### src/rtl/txn_id_qualifier_pkg.sv
package txn_id_qualifier_pkg;
  parameter int unsigned CTL_FILT_BIT = 1;
  parameter int unsigned CTL_TAG_BIT  = 2;
  parameter int unsigned CTL_SRC_BIT  = 4;
  parameter int unsigned CTL_TGT_BIT  = 5;
  parameter int unsigned LO_FIELD_LSB = 1;
  parameter int unsigned HI_FIELD_LSB = 12;

  typedef struct packed {
    logic filt_en;
    logic tag_en;
    logic src_en;
    logic tgt_en;
  } ctl_t;
endpackage

### src/rtl/txn_src_match.sv
module txn_src_match #(
  parameter int unsigned ID_W = 11
) (
  input  logic [ID_W-1:0] id_i,
  input  logic [ID_W-1:0] cmd_i,
  input  logic [ID_W-1:0] mask_i,
  output logic            hit_o
);
  logic [ID_W-1:0] bit_ok;

  for (genvar b = 0; b < ID_W; b++) begin : g_bit
    assign bit_ok[b] = mask_i[b] | (id_i[b] ~^ cmd_i[b]);
  end

  assign hit_o = &bit_ok;
endmodule

### src/rtl/txn_tgt_range.sv
module txn_tgt_range #(
  parameter int unsigned ID_W = 11
) (
  input  logic [ID_W-1:0] id_i,
  input  logic [ID_W-1:0] min_i,
  input  logic [ID_W-1:0] max_i,
  output logic            win_ok_o,
  output logic            hit_o
);
  logic ge_min, le_max;

  assign win_ok_o = (max_i != '0) && (max_i >= min_i);
  assign ge_min   = id_i >= min_i;
  assign le_max   = id_i <= max_i;
  // malformed window is never applied
  assign hit_o    = ~win_ok_o | (ge_min & le_max);
endmodule

### src/rtl/txn_decide.sv
module txn_decide
  import txn_id_qualifier_pkg::*;
(
  input  ctl_t ctl_i,
  input  logic tag_hit_i,
  input  logic src_hit_i,
  input  logic tgt_hit_i,
  output logic pass_o
);
  logic all_hit;

  always_comb begin
    all_hit = 1'b1;
    if (ctl_i.tag_en && !tag_hit_i) all_hit = 1'b0;
    if (ctl_i.src_en && !src_hit_i) all_hit = 1'b0;
    if (ctl_i.tgt_en && !tgt_hit_i) all_hit = 1'b0;
    pass_o = ~ctl_i.filt_en | all_hit;
  end
endmodule

### src/rtl/txn_id_qualifier.sv
module txn_id_qualifier
  import txn_id_qualifier_pkg::*;
#(
  parameter int unsigned REG_W = 32,
  parameter int unsigned ID_W  = 11
) (
  input  logic             clk_i,
  input  logic             rst_ni,
  input  logic [REG_W-1:0] ctrl_i,
  input  logic [REG_W-1:0] src_flt_i,
  input  logic [REG_W-1:0] tgt_flt_i,
  input  logic             txn_valid_i,
  input  logic [ID_W-1:0]  src_id_i,
  input  logic [ID_W-1:0]  tgt_id_i,
  input  logic             tag_i,
  output logic             qualify_o
);
  localparam int unsigned LO_MSB = LO_FIELD_LSB + ID_W - 1;
  localparam int unsigned HI_MSB = HI_FIELD_LSB + ID_W - 1;

  ctl_t            ctl;
  logic [ID_W-1:0] src_cmd, src_mask, tgt_min, tgt_max;
  logic            src_hit, tgt_hit, tgt_win_ok, pass;

  assign ctl.filt_en = ctrl_i[CTL_FILT_BIT];
  assign ctl.tag_en  = ctrl_i[CTL_TAG_BIT];
  assign ctl.src_en  = ctrl_i[CTL_SRC_BIT];
  assign ctl.tgt_en  = ctrl_i[CTL_TGT_BIT];

  assign src_cmd  = src_flt_i[LO_MSB:LO_FIELD_LSB];
  assign src_mask = src_flt_i[HI_MSB:HI_FIELD_LSB];
  assign tgt_min  = tgt_flt_i[LO_MSB:LO_FIELD_LSB];
  assign tgt_max  = tgt_flt_i[HI_MSB:HI_FIELD_LSB];

  txn_src_match #(.ID_W(ID_W)) u_src (
    .id_i   (src_id_i),
    .cmd_i  (src_cmd),
    .mask_i (src_mask),
    .hit_o  (src_hit)
  );

  txn_tgt_range #(.ID_W(ID_W)) u_tgt (
    .id_i     (tgt_id_i),
    .min_i    (tgt_min),
    .max_i    (tgt_max),
    .win_ok_o (tgt_win_ok),
    .hit_o    (tgt_hit)
  );

  txn_decide u_dec (
    .ctl_i     (ctl),
    .tag_hit_i (tag_i),
    .src_hit_i (src_hit),
    .tgt_hit_i (tgt_hit),
    .pass_o    (pass)
  );

  always_ff @(posedge clk_i or negedge rst_ni) begin
    if (!rst_ni) qualify_o <= 1'b0;
    else         qualify_o <= txn_valid_i & pass;
  end

  assert_pulse_needs_valid_R2: assert property (@(posedge clk_i) disable iff (!rst_ni)
    qualify_o |-> $past(txn_valid_i));

  assert_bypass_all_R3: assert property (@(posedge clk_i) disable iff (!rst_ni)
    $past(txn_valid_i && !ctrl_i[CTL_FILT_BIT]) |-> qualify_o);

  assert_tag_block_R5: assert property (@(posedge clk_i) disable iff (!rst_ni)
    $past(txn_valid_i && ctrl_i[CTL_FILT_BIT] && ctrl_i[CTL_TAG_BIT] && !tag_i) |-> !qualify_o);

  assert_src_block_R6: assert property (@(posedge clk_i) disable iff (!rst_ni)
    $past(txn_valid_i && ctrl_i[CTL_FILT_BIT] && ctrl_i[CTL_SRC_BIT] && !src_hit) |-> !qualify_o);

  assert_tgt_outside_R7: assert property (@(posedge clk_i) disable iff (!rst_ni)
    $past(txn_valid_i && ctrl_i[CTL_FILT_BIT] && ctrl_i[CTL_TGT_BIT] && tgt_win_ok &&
          ((tgt_id_i < tgt_min) || (tgt_id_i > tgt_max))) |-> !qualify_o);

  assert_bad_window_ignored_R8: assert property (@(posedge clk_i) disable iff (!rst_ni)
    $past(txn_valid_i && ctrl_i[CTL_FILT_BIT] && ctrl_i[CTL_TGT_BIT] && !ctrl_i[CTL_TAG_BIT] &&
          !ctrl_i[CTL_SRC_BIT] && !tgt_win_ok) |-> qualify_o);
endmodule

### config.mk
export PLATFORM = sky130hd
export DESIGN_NAME = txn_id_qualifier
export DESIGN_NICKNAME = d
export VERILOG_FILES = /design/src/rtl/txn_id_qualifier_pkg.sv /design/src/rtl/txn_src_match.sv /design/src/rtl/txn_tgt_range.sv /design/src/rtl/txn_decide.sv /design/src/rtl/txn_id_qualifier.sv
export SDC_FILE = /design/constraint.sdc
export NUM_CORES = 1
export LEC_CHECK = 0
export BUFFER_PORTS_ARGS = -buffer_cell sky130_fd_sc_hd__clkbuf_2
export CAP_MARGIN = 20
export CORE_MARGIN = 2
export CORE_UTILIZATION = 36
export DETAILED_ROUTE_END_ITERATION = 7
export PLACE_DENSITY = 0.87
export SYNTH_ARGS = -nofsm -noshare
export SYNTH_HDL_FRONTEND = slang
export SYNTH_HIERARCHICAL = 1
export SYNTH_SLANG_ARGS = --single-unit
### constraint.sdc
create_clock -name clk_i -period 0.95 [get_ports clk_i]
set_input_delay 0.0475 -clock clk_i [delete_from_list [all_inputs] [get_ports clk_i]]
set_output_delay 0.0475 -clock clk_i [all_outputs]
set_load 0.005 [all_outputs]
==> flow_metrics.env <==
export IMPL_post_drt_wl_per_cell_um=13.7
export IMPL_avgSynthCellArea_um2=8.18
export IMPL_largest_reg_flops=1
export IMPL_die_height_um=57.5
export IMPL_tightest_slew_ns=0.326
export IMPL_reg_largest_list="qualify_o (1)"
export IMPL_hold_viol=0
export IMPL_start_util_pct=37.7
export IMPL_maxSlewViolCount=0
export IMPL_fillers=192
export IMPL_violations="setup timing"
export IMPL_io_pins=123
export IMPL_p_per_area_nw_per_um2=484
export IMPL_seq_area_um2=25.0
export IMPL_areaGrowthSynthToFinish_pct=92.7
export IMPL_row_count=19
export IMPL_grt_antenna_before_repair=0
export IMPL_via_per_inst=5.13
export IMPL_die_w_um=57.5
export IMPL_vdd_drop_max_mv=0.330
export IMPL_max_cap_viol_count=0
export IMPL_top_register="qualify_o"
export IMPL_netlist_instances=126
export IMPL_syn_area_um2=1030
export IMPL_slew_headroom_pct=78.0
export IMPL_rsz0062_at_grt="true"
export IMPL_worstSetupStartpointType="input pin"
export IMPL_place_gp_congestion=0.854
export IMPL_core_um2=2730
export IMPL_grt_usage_pct=19.4
export IMPL_die_area_um2=3310
export IMPL_pre_cts_slack_ns=-0.823
export IMPL_status="complete, but fails checks"
export IMPL_grt_max_degree=4
export IMPL_dp_hpwl_mm=2.81
export IMPL_synth_warnings=6
export IMPL_setup_ws_ns=-0.781
export IMPL_syn_nets=281
export IMPL_post_route_min_period_ns=1.73
export IMPL_crit_arrival_ns=1.61
export IMPL_drtIter0Drc=13
export IMPL_io_buffers=74
export IMPL_grt_pass1_vias=1375
export IMPL_final_nets=385
export IMPL_diodes=0
export IMPL_multi_input_area_um2=1150
export IMPL_timing_fmax_ghz=0.578
export IMPL_finalCritPeriodShare_pct=182
export IMPL_wirelength_mm=3.55
export IMPL_setup_violations=1
export IMPL_drtPass1Iterations=4
export IMPL_grt_overflow=0
export IMPL_crit_fanout=2
export IMPL_total_power_mw=0.962
export IMPL_holdCritPathClass="in2reg"
export IMPL_cp_required_ns=0.83
export IMPL_grt_pass1_wl_mm=5.25
export IMPL_worstSetupEndpointType="flop"
export IMPL_drcViolationCount=0
export IMPL_criticalPathCategory="in2reg"
export IMPL_total_leakage_power_nw=1.03
export IMPL_postRouteAntennaNets=0
export IMPL_num_vias=1329
export IMPL_clkTransAtPathRegs_ns=0
export IMPL_layout_drive_gt1_share_pct=63.2
[critical path, cell delays in order]
cell and delay (ns):
buf_8 0.10, ha_4 0.26, nand4_1 0.23, a21oi_2 0.21, nor3_2 0.06, a211oi_2 0.21, o2111ai_1 0.14, nor2b_1 0.13
o31ai_1 0.07, and2_1 0.15
[power breakdown]
| group | switching [mW] | internal, mW | total [mW] |
|---|---|---|---|
| sequential | 0.000797 | 0.0466 | 0.0474 |
| combinational | 0.389 | 0.526 | 0.915 |
| clock | 0 | 0 | 0 |
[placed cells by master (no fill, tap or decap), types with 3 or more instances in the layout]
cell / n
ha_1: 21
nor2b_1: 4
inv_2: 7
a21oi_2: 5
buf_6: 7
buf_4: 30
inv_1: 12
nand2_1: 4
o22ai_1: 5
clkbuf_2: 61
ha_4: 12
xnor2_1: 11
a21o_1: 3
[final cells by class]
| type | instances | share of cell area (%) |
|---|---|---|
| tap | 31 | 1.95 |
| timing repair buffer | 102 | 33.9 |
| multi-input combinational | 103 | 57.8 |
| sequential | 1 | 1.26 |
| inverter | 22 | 5.04 |
[metrics by stage]
step	setup TNS (ns)	instance area, µm²	cells	hold WS [ns]	util [%]
2_1_floorplan	-0.536	1070	126	-0.248	-
3_3_place_gp	-0.801	1680	257	-0.177	61.4
3_5_place_dp	-0.823	1680	257	-0.175	61.4
4_1_cts	-0.729	1770	258	0.266	64.7
5_1_grt	-0.918	1990	259	0.282	72.7
6_report	-0.781	1990	259	0.259	72.7
[metal layers]
layer  wire length (µm)  share of wire (%)  global-route usage (%)
met1               1270                 36                    20.7
met2               1970                 56                    39.0
met3                175                4.9                    1.81
met4                129                3.6                    5.65
met5                  0                  0                       0
[path summary, 6_finish.rpt]
check,start,to,slack (ns),depth (start not counted)
worst max-delay path,tgt_id_i[4],qualify_o,-0.78,10
worst min-delay path,txn_valid_i,qualify_o,0.26,2
max in group asynchronous,rst_ni,qualify_o,0.50,2
min in group asynchronous,rst_ni,qualify_o,0.37,2
[repair_timing]
action / CTS / global route
buffers inserted: 0 / 1
hold buffers: 1 / 0
gates resized for setup: 10 / 54
pin swaps: 9 / 21
endpoints found under the setup margin: 1 / 1
hold endpoints to repair: 1 / 0
(Power assumes the default switching activity.)
